$ cat src/rtl/rob_pkg.sv
package rob_pkg;

    typedef enum logic [0:0] {
        ST_RUN   = 1'b0,
        ST_FLUSH = 1'b1
    } rob_state_e;

endpackage

$ cat src/rtl/rob_ctrl.sv
module rob_ctrl
    import rob_pkg::*;
(
    input  logic clk,
    input  logic rst_n,
    input  logic head_fault_i,
    output logic run_o,
    output logic flush_o
);

    rob_state_e state_q;

    // State register with its transitions
    always_ff @(posedge clk or negedge rst_n) begin
        if (!rst_n) begin
            state_q <= ST_RUN;
        end else begin
            unique case (state_q)
                ST_RUN:   if (head_fault_i) state_q <= ST_FLUSH;
                ST_FLUSH: state_q <= ST_RUN;
                default:  state_q <= ST_RUN;
            endcase
        end
    end

    // Outputs decoded from the state
    always_comb begin
        unique case (state_q)
            ST_RUN: begin
                run_o   = 1'b1;
                flush_o = 1'b0;
            end
            ST_FLUSH: begin
                run_o   = 1'b0;
                flush_o = 1'b1;
            end
            default: begin
                run_o   = 1'b0;
                flush_o = 1'b0;
            end
        endcase
    end

endmodule

$ cat src/rtl/rob_retire_pick.sv
module rob_retire_pick #(
    parameter int DEPTH = 16,
    parameter int RET_W = 3,
    localparam int IDX_W = $clog2(DEPTH)
) (
    input  logic [IDX_W-1:0]            head_idx_i,
    input  logic [DEPTH-1:0]            ok_vec_i,
    output logic [RET_W-1:0]            lane_v_o,
    output logic [RET_W-1:0][IDX_W-1:0] lane_idx_o
);

    // Each lane may leave only if every lane before it leaves too
    always_comb begin
        logic run;
        run = 1'b1;
        for (int i = 0; i < RET_W; i++) begin
            lane_idx_o[i] = head_idx_i + IDX_W'(i);
            run           = run & ok_vec_i[lane_idx_o[i]];
            lane_v_o[i]   = run;
        end
    end

endmodule

$ cat src/rtl/rob_core.sv
module rob_core #(
    parameter int DEPTH  = 16,
    parameter int DISP_W = 3,
    parameter int RET_W  = 3,
    parameter int XLEN   = 32,
    parameter int PC_W   = 32,
    parameter int AREG_W = 4,
    localparam int IDX_W = $clog2(DEPTH)
) (
    input  logic                     clk,
    input  logic                     rst_n,
    input  logic [DISP_W-1:0]        disp_valid_i,
    input  logic [DISP_W*PC_W-1:0]   disp_pc_i,
    input  logic [DISP_W*AREG_W-1:0] disp_dest_i,
    input  logic [DISP_W-1:0]        disp_br_i,
    output logic                     disp_ready_o,
    output logic [DISP_W*IDX_W-1:0]  disp_tag_o,
    input  logic                     cmp_valid_i,
    input  logic [IDX_W-1:0]         cmp_tag_i,
    input  logic [XLEN-1:0]          cmp_data_i,
    input  logic                     cmp_exc_i,
    input  logic                     cmp_misp_i,
    input  logic [PC_W-1:0]          cmp_target_i,
    output logic [RET_W-1:0]         ret_valid_o,
    output logic [RET_W*IDX_W-1:0]   ret_tag_o,
    output logic [RET_W*AREG_W-1:0]  ret_dest_o,
    output logic [RET_W*XLEN-1:0]    ret_data_o,
    output logic                     flush_o,
    output logic                     redir_o,
    output logic                     exc_o,
    output logic [PC_W-1:0]          flush_pc_o
);

    localparam int PTR_W = IDX_W + 1;

    logic [PTR_W-1:0]  head_q, tail_q;
    logic [DEPTH-1:0]  v_q, done_q, exc_q, mis_q, br_q;
    logic [PC_W-1:0]   pc_q   [DEPTH];
    logic [PC_W-1:0]   tgt_q  [DEPTH];
    logic [AREG_W-1:0] dest_q [DEPTH];
    logic [XLEN-1:0]   data_q [DEPTH];

    logic [IDX_W-1:0]  head_idx, tail_idx;
    logic [PTR_W-1:0]  used, free_n, n_disp, n_ret;
    logic [DEPTH-1:0]  fault_vec, ok_vec;
    logic              head_fault, head_exc, head_misp;
    logic              run, in_flush, cmp_take;
    logic [RET_W-1:0]            lane_v;
    logic [RET_W-1:0][IDX_W-1:0] lane_idx;

    assign head_idx = head_q[IDX_W-1:0];
    assign tail_idx = tail_q[IDX_W-1:0];
    assign used     = tail_q - head_q;
    assign free_n   = PTR_W'(DEPTH) - used;

    always_comb begin
        fault_vec = exc_q | (mis_q & br_q);
        ok_vec    = v_q & done_q & ~fault_vec;
    end

    assign head_fault = v_q[head_idx] & done_q[head_idx] & fault_vec[head_idx];
    assign head_exc   = exc_q[head_idx];
    assign head_misp  = ~exc_q[head_idx] & mis_q[head_idx] & br_q[head_idx];

    rob_ctrl u_ctrl (
        .clk          (clk),
        .rst_n        (rst_n),
        .head_fault_i (head_fault),
        .run_o        (run),
        .flush_o      (in_flush)
    );

    rob_retire_pick #(.DEPTH(DEPTH), .RET_W(RET_W)) u_pick (
        .head_idx_i (head_idx),
        .ok_vec_i   (ok_vec),
        .lane_v_o   (lane_v),
        .lane_idx_o (lane_idx)
    );

    // Dispatch side
    assign disp_ready_o = run && (free_n >= PTR_W'(DISP_W));
    assign n_disp       = PTR_W'($countones(disp_valid_i));

    always_comb begin
        for (int i = 0; i < DISP_W; i++) begin
            disp_tag_o[i*IDX_W +: IDX_W] = tail_idx + IDX_W'(i);
        end
    end

    // Retire side
    always_comb begin
        for (int i = 0; i < RET_W; i++) begin
            ret_valid_o[i] = run ? lane_v[i] : ((i == 0) && head_misp);
            ret_tag_o[i*IDX_W +: IDX_W]     = lane_idx[i];
            ret_dest_o[i*AREG_W +: AREG_W]  = dest_q[lane_idx[i]];
            ret_data_o[i*XLEN +: XLEN]      = data_q[lane_idx[i]];
        end
    end
    assign n_ret = PTR_W'($countones(ret_valid_o));

    // Flush / redirect side
    assign flush_o    = in_flush;
    assign exc_o      = in_flush & head_exc;
    assign redir_o    = in_flush & head_misp;
    assign flush_pc_o = !in_flush ? '0 :
                        (head_exc ? pc_q[head_idx] : tgt_q[head_idx]);

    assign cmp_take = run && cmp_valid_i && v_q[cmp_tag_i] && !done_q[cmp_tag_i];

    // Entry flags and pointers
    always_ff @(posedge clk or negedge rst_n) begin
        if (!rst_n) begin
            head_q <= '0;
            tail_q <= '0;
            v_q    <= '0;
            done_q <= '0;
            exc_q  <= '0;
            mis_q  <= '0;
            br_q   <= '0;
        end else if (in_flush) begin
            head_q <= '0;
            tail_q <= '0;
            v_q    <= '0;
            done_q <= '0;
        end else begin
            if (cmp_take) begin
                done_q[cmp_tag_i] <= 1'b1;
                exc_q[cmp_tag_i]  <= cmp_exc_i;
                mis_q[cmp_tag_i]  <= cmp_misp_i;
            end
            for (int i = 0; i < RET_W; i++) begin
                if (ret_valid_o[i]) begin
                    v_q[lane_idx[i]]    <= 1'b0;
                    done_q[lane_idx[i]] <= 1'b0;
                end
            end
            if (disp_ready_o) begin
                for (int i = 0; i < DISP_W; i++) begin
                    if (disp_valid_i[i]) begin
                        v_q[tail_idx + IDX_W'(i)]    <= 1'b1;
                        done_q[tail_idx + IDX_W'(i)] <= 1'b0;
                        exc_q[tail_idx + IDX_W'(i)]  <= 1'b0;
                        mis_q[tail_idx + IDX_W'(i)]  <= 1'b0;
                        br_q[tail_idx + IDX_W'(i)]   <= disp_br_i[i];
                    end
                end
                tail_q <= tail_q + n_disp;
            end
            head_q <= head_q + n_ret;
        end
    end

    // Payload storage, no reset needed
    always_ff @(posedge clk) begin
        if (cmp_take) begin
            data_q[cmp_tag_i] <= cmp_data_i;
            tgt_q[cmp_tag_i]  <= cmp_target_i;
        end
        if (disp_ready_o) begin
            for (int i = 0; i < DISP_W; i++) begin
                if (disp_valid_i[i]) begin
                    pc_q[tail_idx + IDX_W'(i)]   <= disp_pc_i[i*PC_W +: PC_W];
                    dest_q[tail_idx + IDX_W'(i)] <= disp_dest_i[i*AREG_W +: AREG_W];
                end
            end
        end
    end

endmodule

$ cat config.mk
export PLATFORM = sky130hd
export DESIGN_NAME = rob_core
export DESIGN_NICKNAME = d
export VERILOG_FILES = /design/src/rtl/rob_pkg.sv /design/src/rtl/rob_ctrl.sv /design/src/rtl/rob_retire_pick.sv /design/src/rtl/rob_core.sv
export SDC_FILE = /design/constraint.sdc
export NUM_CORES = 2
export LEC_CHECK = 0
export BUFFER_PORTS_ARGS = -buffer_cell sky130_fd_sc_hd__buf_2
export CAP_MARGIN = 20
export CORE_ASPECT_RATIO = 1.25
export CORE_MARGIN = 1
export CORE_UTILIZATION = 25
export CTS_BUF_LIST = sky130_fd_sc_hd__clkbuf_4
export CTS_CLUSTER_SIZE = 25
export DETAILED_ROUTE_END_ITERATION = 16
export PLACE_DENSITY = 0.46
export SETUP_SLACK_MARGIN = 0.05
export SYNTH_ARGS = -nofsm -noshare
export SYNTH_HDL_FRONTEND = slang
export SYNTH_SLANG_ARGS = --single-unit
$ cat constraint.sdc
create_clock -name clk -period 7.95 [get_ports clk]
set_input_delay 1.59 -clock clk [delete_from_list [all_inputs] [get_ports clk]]
set_output_delay 1.59 -clock clk [all_outputs]
set_load 0.1 [all_outputs]
==> run summary <==
Layout cell share with drive strength beyond 1: 33.6%
PostCTS Resize Cnt: 0
Crit path kind: reg -> out
Final instance area: 101000 µm²
Max VDD drop: 0.461 mV
Most frequent cells in the layout: edfxtp_1 (1600), mux4_2 (868), mux2i_1 (647)
Avg Inst Size Synth: 15.8 µm²
Asr flop ratio synth: 5.38%
Htree depth: 5
Post-synth EDFFs: 1600
GRT Overall Usage: 18.6%
Final WL: 340 mm
Floorplan row count: 244
Arrival time worst endpoint: 5.55 ns
Largest net degree at the start of global routing: 160
Period minus WS final: 7.14 ns
Post-cts hold buffer count: 0
DP HPWL: 200 mm
CP Launch Type: register
Dominant synthesized flop cell: edfxtp_1
Initial antenna violation count: 144
CTS tree: yes
Crit-path cells: buf_4, buf_4, mux4_2, mux4_2, mux2i_1, nor2_1, buf_2
Total iterations of the first detailed-routing run: 6
Die area: 358000 µm²
CTS Buf Count: 439
Critical path's slowest cell: dfrtp_4
Worst-Margin Slew: 1.24 ns
Hold_ws: 0.172 ns
Post-route ant nets: 0
Root buf cell: clkbuf_4
Iter 0 DRT Violations: 5142
HP Class: in -> async
First-pass GRT wire length: 468 mm
Setup violations, final: 0
Die W: 535 µm
Mapped Nets: 5857
# IOs: 358
# DRC: 0
Worst Path Required: 6.36 ns
Final worst-path cycle share: 89.8%
Die height: 669 µm
Clock transition at path regs: 0.07 ns
FILL cells: 35600
Gr ovfl total: 0
Port bufs: 357
Placed inst area: 95500 µm²
Clock Sinks: 1691
Yosys reg bits: 1691
Skew final: 0.161 ns
Clk_lat worst skew: 1.40 ns
Slowest stage delay, CP: 0.84 ns
Pwr/cell area: 394 nW/µm²
Post-synthesis cell area: 88900 µm²
Post-CTS setup buffer count: 0
Post-layout util: 28.6%
Fmax: 0.140 GHz
Yosys warns: 0
Drt via density: 5.20
Count of cell types in the netlist: 92
Seq/Total Area, Yosys: 56.6%
Relative slew slack: 17.1%
MaxCap Viol Count: 0
Total power: 39800 µW
Core Footprint: 354000 µm²
CTS Buffer Depth: 4
Most common cell after layout, fill and taps aside: edfxtp_1
Via count: 57300
Final nets: 6214
Leakage: 0.0304 µW
Routed WL per cell: 30.8 µm
Starting density of the core: 25.1%
RSZ-0062 raised after global routing: false
Placer Congestion: 0.841
TNS Setup: 0 ns
Crit. End Element: output port
Final Hold Fails: 0
P&R area growth vs syn: 13.6%
Status: finished clean
Worst-path fanout max: 44
Mapped Cells: 5642
Number of global-route vias before repair: 58300
Max Slew Vio Count: 0
state kept, by name, summed over array words and instances (netlist names):
name	flops
done_q	16
tail_q	5
exc_q	16
head_q	5
u_ctrl.state_q	1
v_q	16
mis_q	16
pc_q	512
data_q	512
br_q	16
tgt_q	512
dest_q	64
cell type report:
class / count / area (µm²) / share of cell area (%)
clock inverter: 130 / 691 / 0.684
antenna: 46 / 115 / 0.114
multi-input combinational: 3351 / 36100 / 35.7
sequential: 1691 / 50300 / 49.9
inverter: 36 / 155 / 0.154
tap: 4674 / 5850 / 5.79
clock buffer: 621 / 4660 / 4.62
timing repair buffer: 480 / 3070 / 3.04
worst paths after layout:
check	startpoint	to	slack, ns	cells after the start
worst max-delay path	head_q[0]$_DFF_PN0_	flush_pc_o[20]	0.81	7
worst min-delay path	rst_n	head_q[1]$_DFF_PN0_	0.17	1
worst max register to register	head_q[0]$_DFF_PN0_	pc_q[14][0]$_DFFE_PP_	2.07	13
worst min register to register	exc_q[9]$_DFFE_PN0N_	exc_q[9]$_DFFE_PN0N_	0.53	1
max in group asynchronous	rst_n	u_ctrl.state_q$_DFF_PN0_	6.35	2
min in group clk	exc_q[9]$_DFFE_PN0N_	exc_q[9]$_DFFE_PN0N_	0.53	1
synthesized netlist by cell type (all sizes together) (7+ instances only):
master | instances | area share (%)
inv | 35 | 0.15
o22ai | 8 | 0.056
nand3 | 78 | 0.44
a31oi | 25 | 0.28
a311oi | 11 | 0.12
a211oi | 8 | 0.068
nand2b | 8 | 0.056
o221ai | 13 | 0.13
nor2 | 175 | 1.1
mux2i | 647 | 7.3
o21ai | 600 | 3.4
edfxtp | 1600 | 54
xnor2 | 11 | 0.15
a21oi | 39 | 0.22
a21o | 20 | 0.17
ha | 23 | 0.32
nand3b | 13 | 0.11
buf | 243 | 1.8
clkbuf | 321 | 1.4
nand2 | 639 | 2.7
a31o | 7 | 0.069
nor2b | 13 | 0.091
mux4 | 868 | 22
dfrtp | 91 | 2.6
nor3 | 15 | 0.096
nor4 | 8 | 0.070
o22a | 7 | 0.069
o21bai | 8 | 0.068
o32ai | 12 | 0.12
logic make-up (layout without fill, tap and decap cells):
family	after synthesis	in the layout	synth area share, %
AO/OA/AOI/OAI	808	808	5.28
AND/OR/NAND/NOR	986	986	4.96
XOR/XNOR	14	14	0.176
adder cells (fa/ha/maj)	28	28	0.436
multiplexers	1515	1515	29.3
buffers and inverters	600	1267	3.26
other	0	46	0
flip-flops	1691	1691	56.6
routing by layer:
layer  GRT usage (%)  part of all wire, %  up-vias
met1            23.1                   40    30100
met3            5.72                  9.0      771
met5               0                 0.23        -
met2            30.7                   48     2573
met4            5.93                  3.0      120
li1                -                    -    23700
worst max-delay path, delay by kind of cell (launching register included):
family / cells / cell delay [ns]
DFF: 1 / 0.84
and+or+nand+nor: 1 / 0.09
muxes: 3 / 1.48
buffers and inverters: 3 / 1.67
report_power, final:
part	switching, µW	internal [µW]
clock network	3810	3720
logic	14100	6230
registers	619	11400
through the flow:
step | setup WS, ns | cells
2_1_floorplan | 0.0669 | 5642
3_3_place_gp | 2.00 | 10200
3_5_place_dp | 2.00 | 10200
4_1_cts | 0.560 | 11000
5_1_grt | 0.467 | 11000
6_report | 0.813 | 11000
Power figures use the tool's default switching activity.
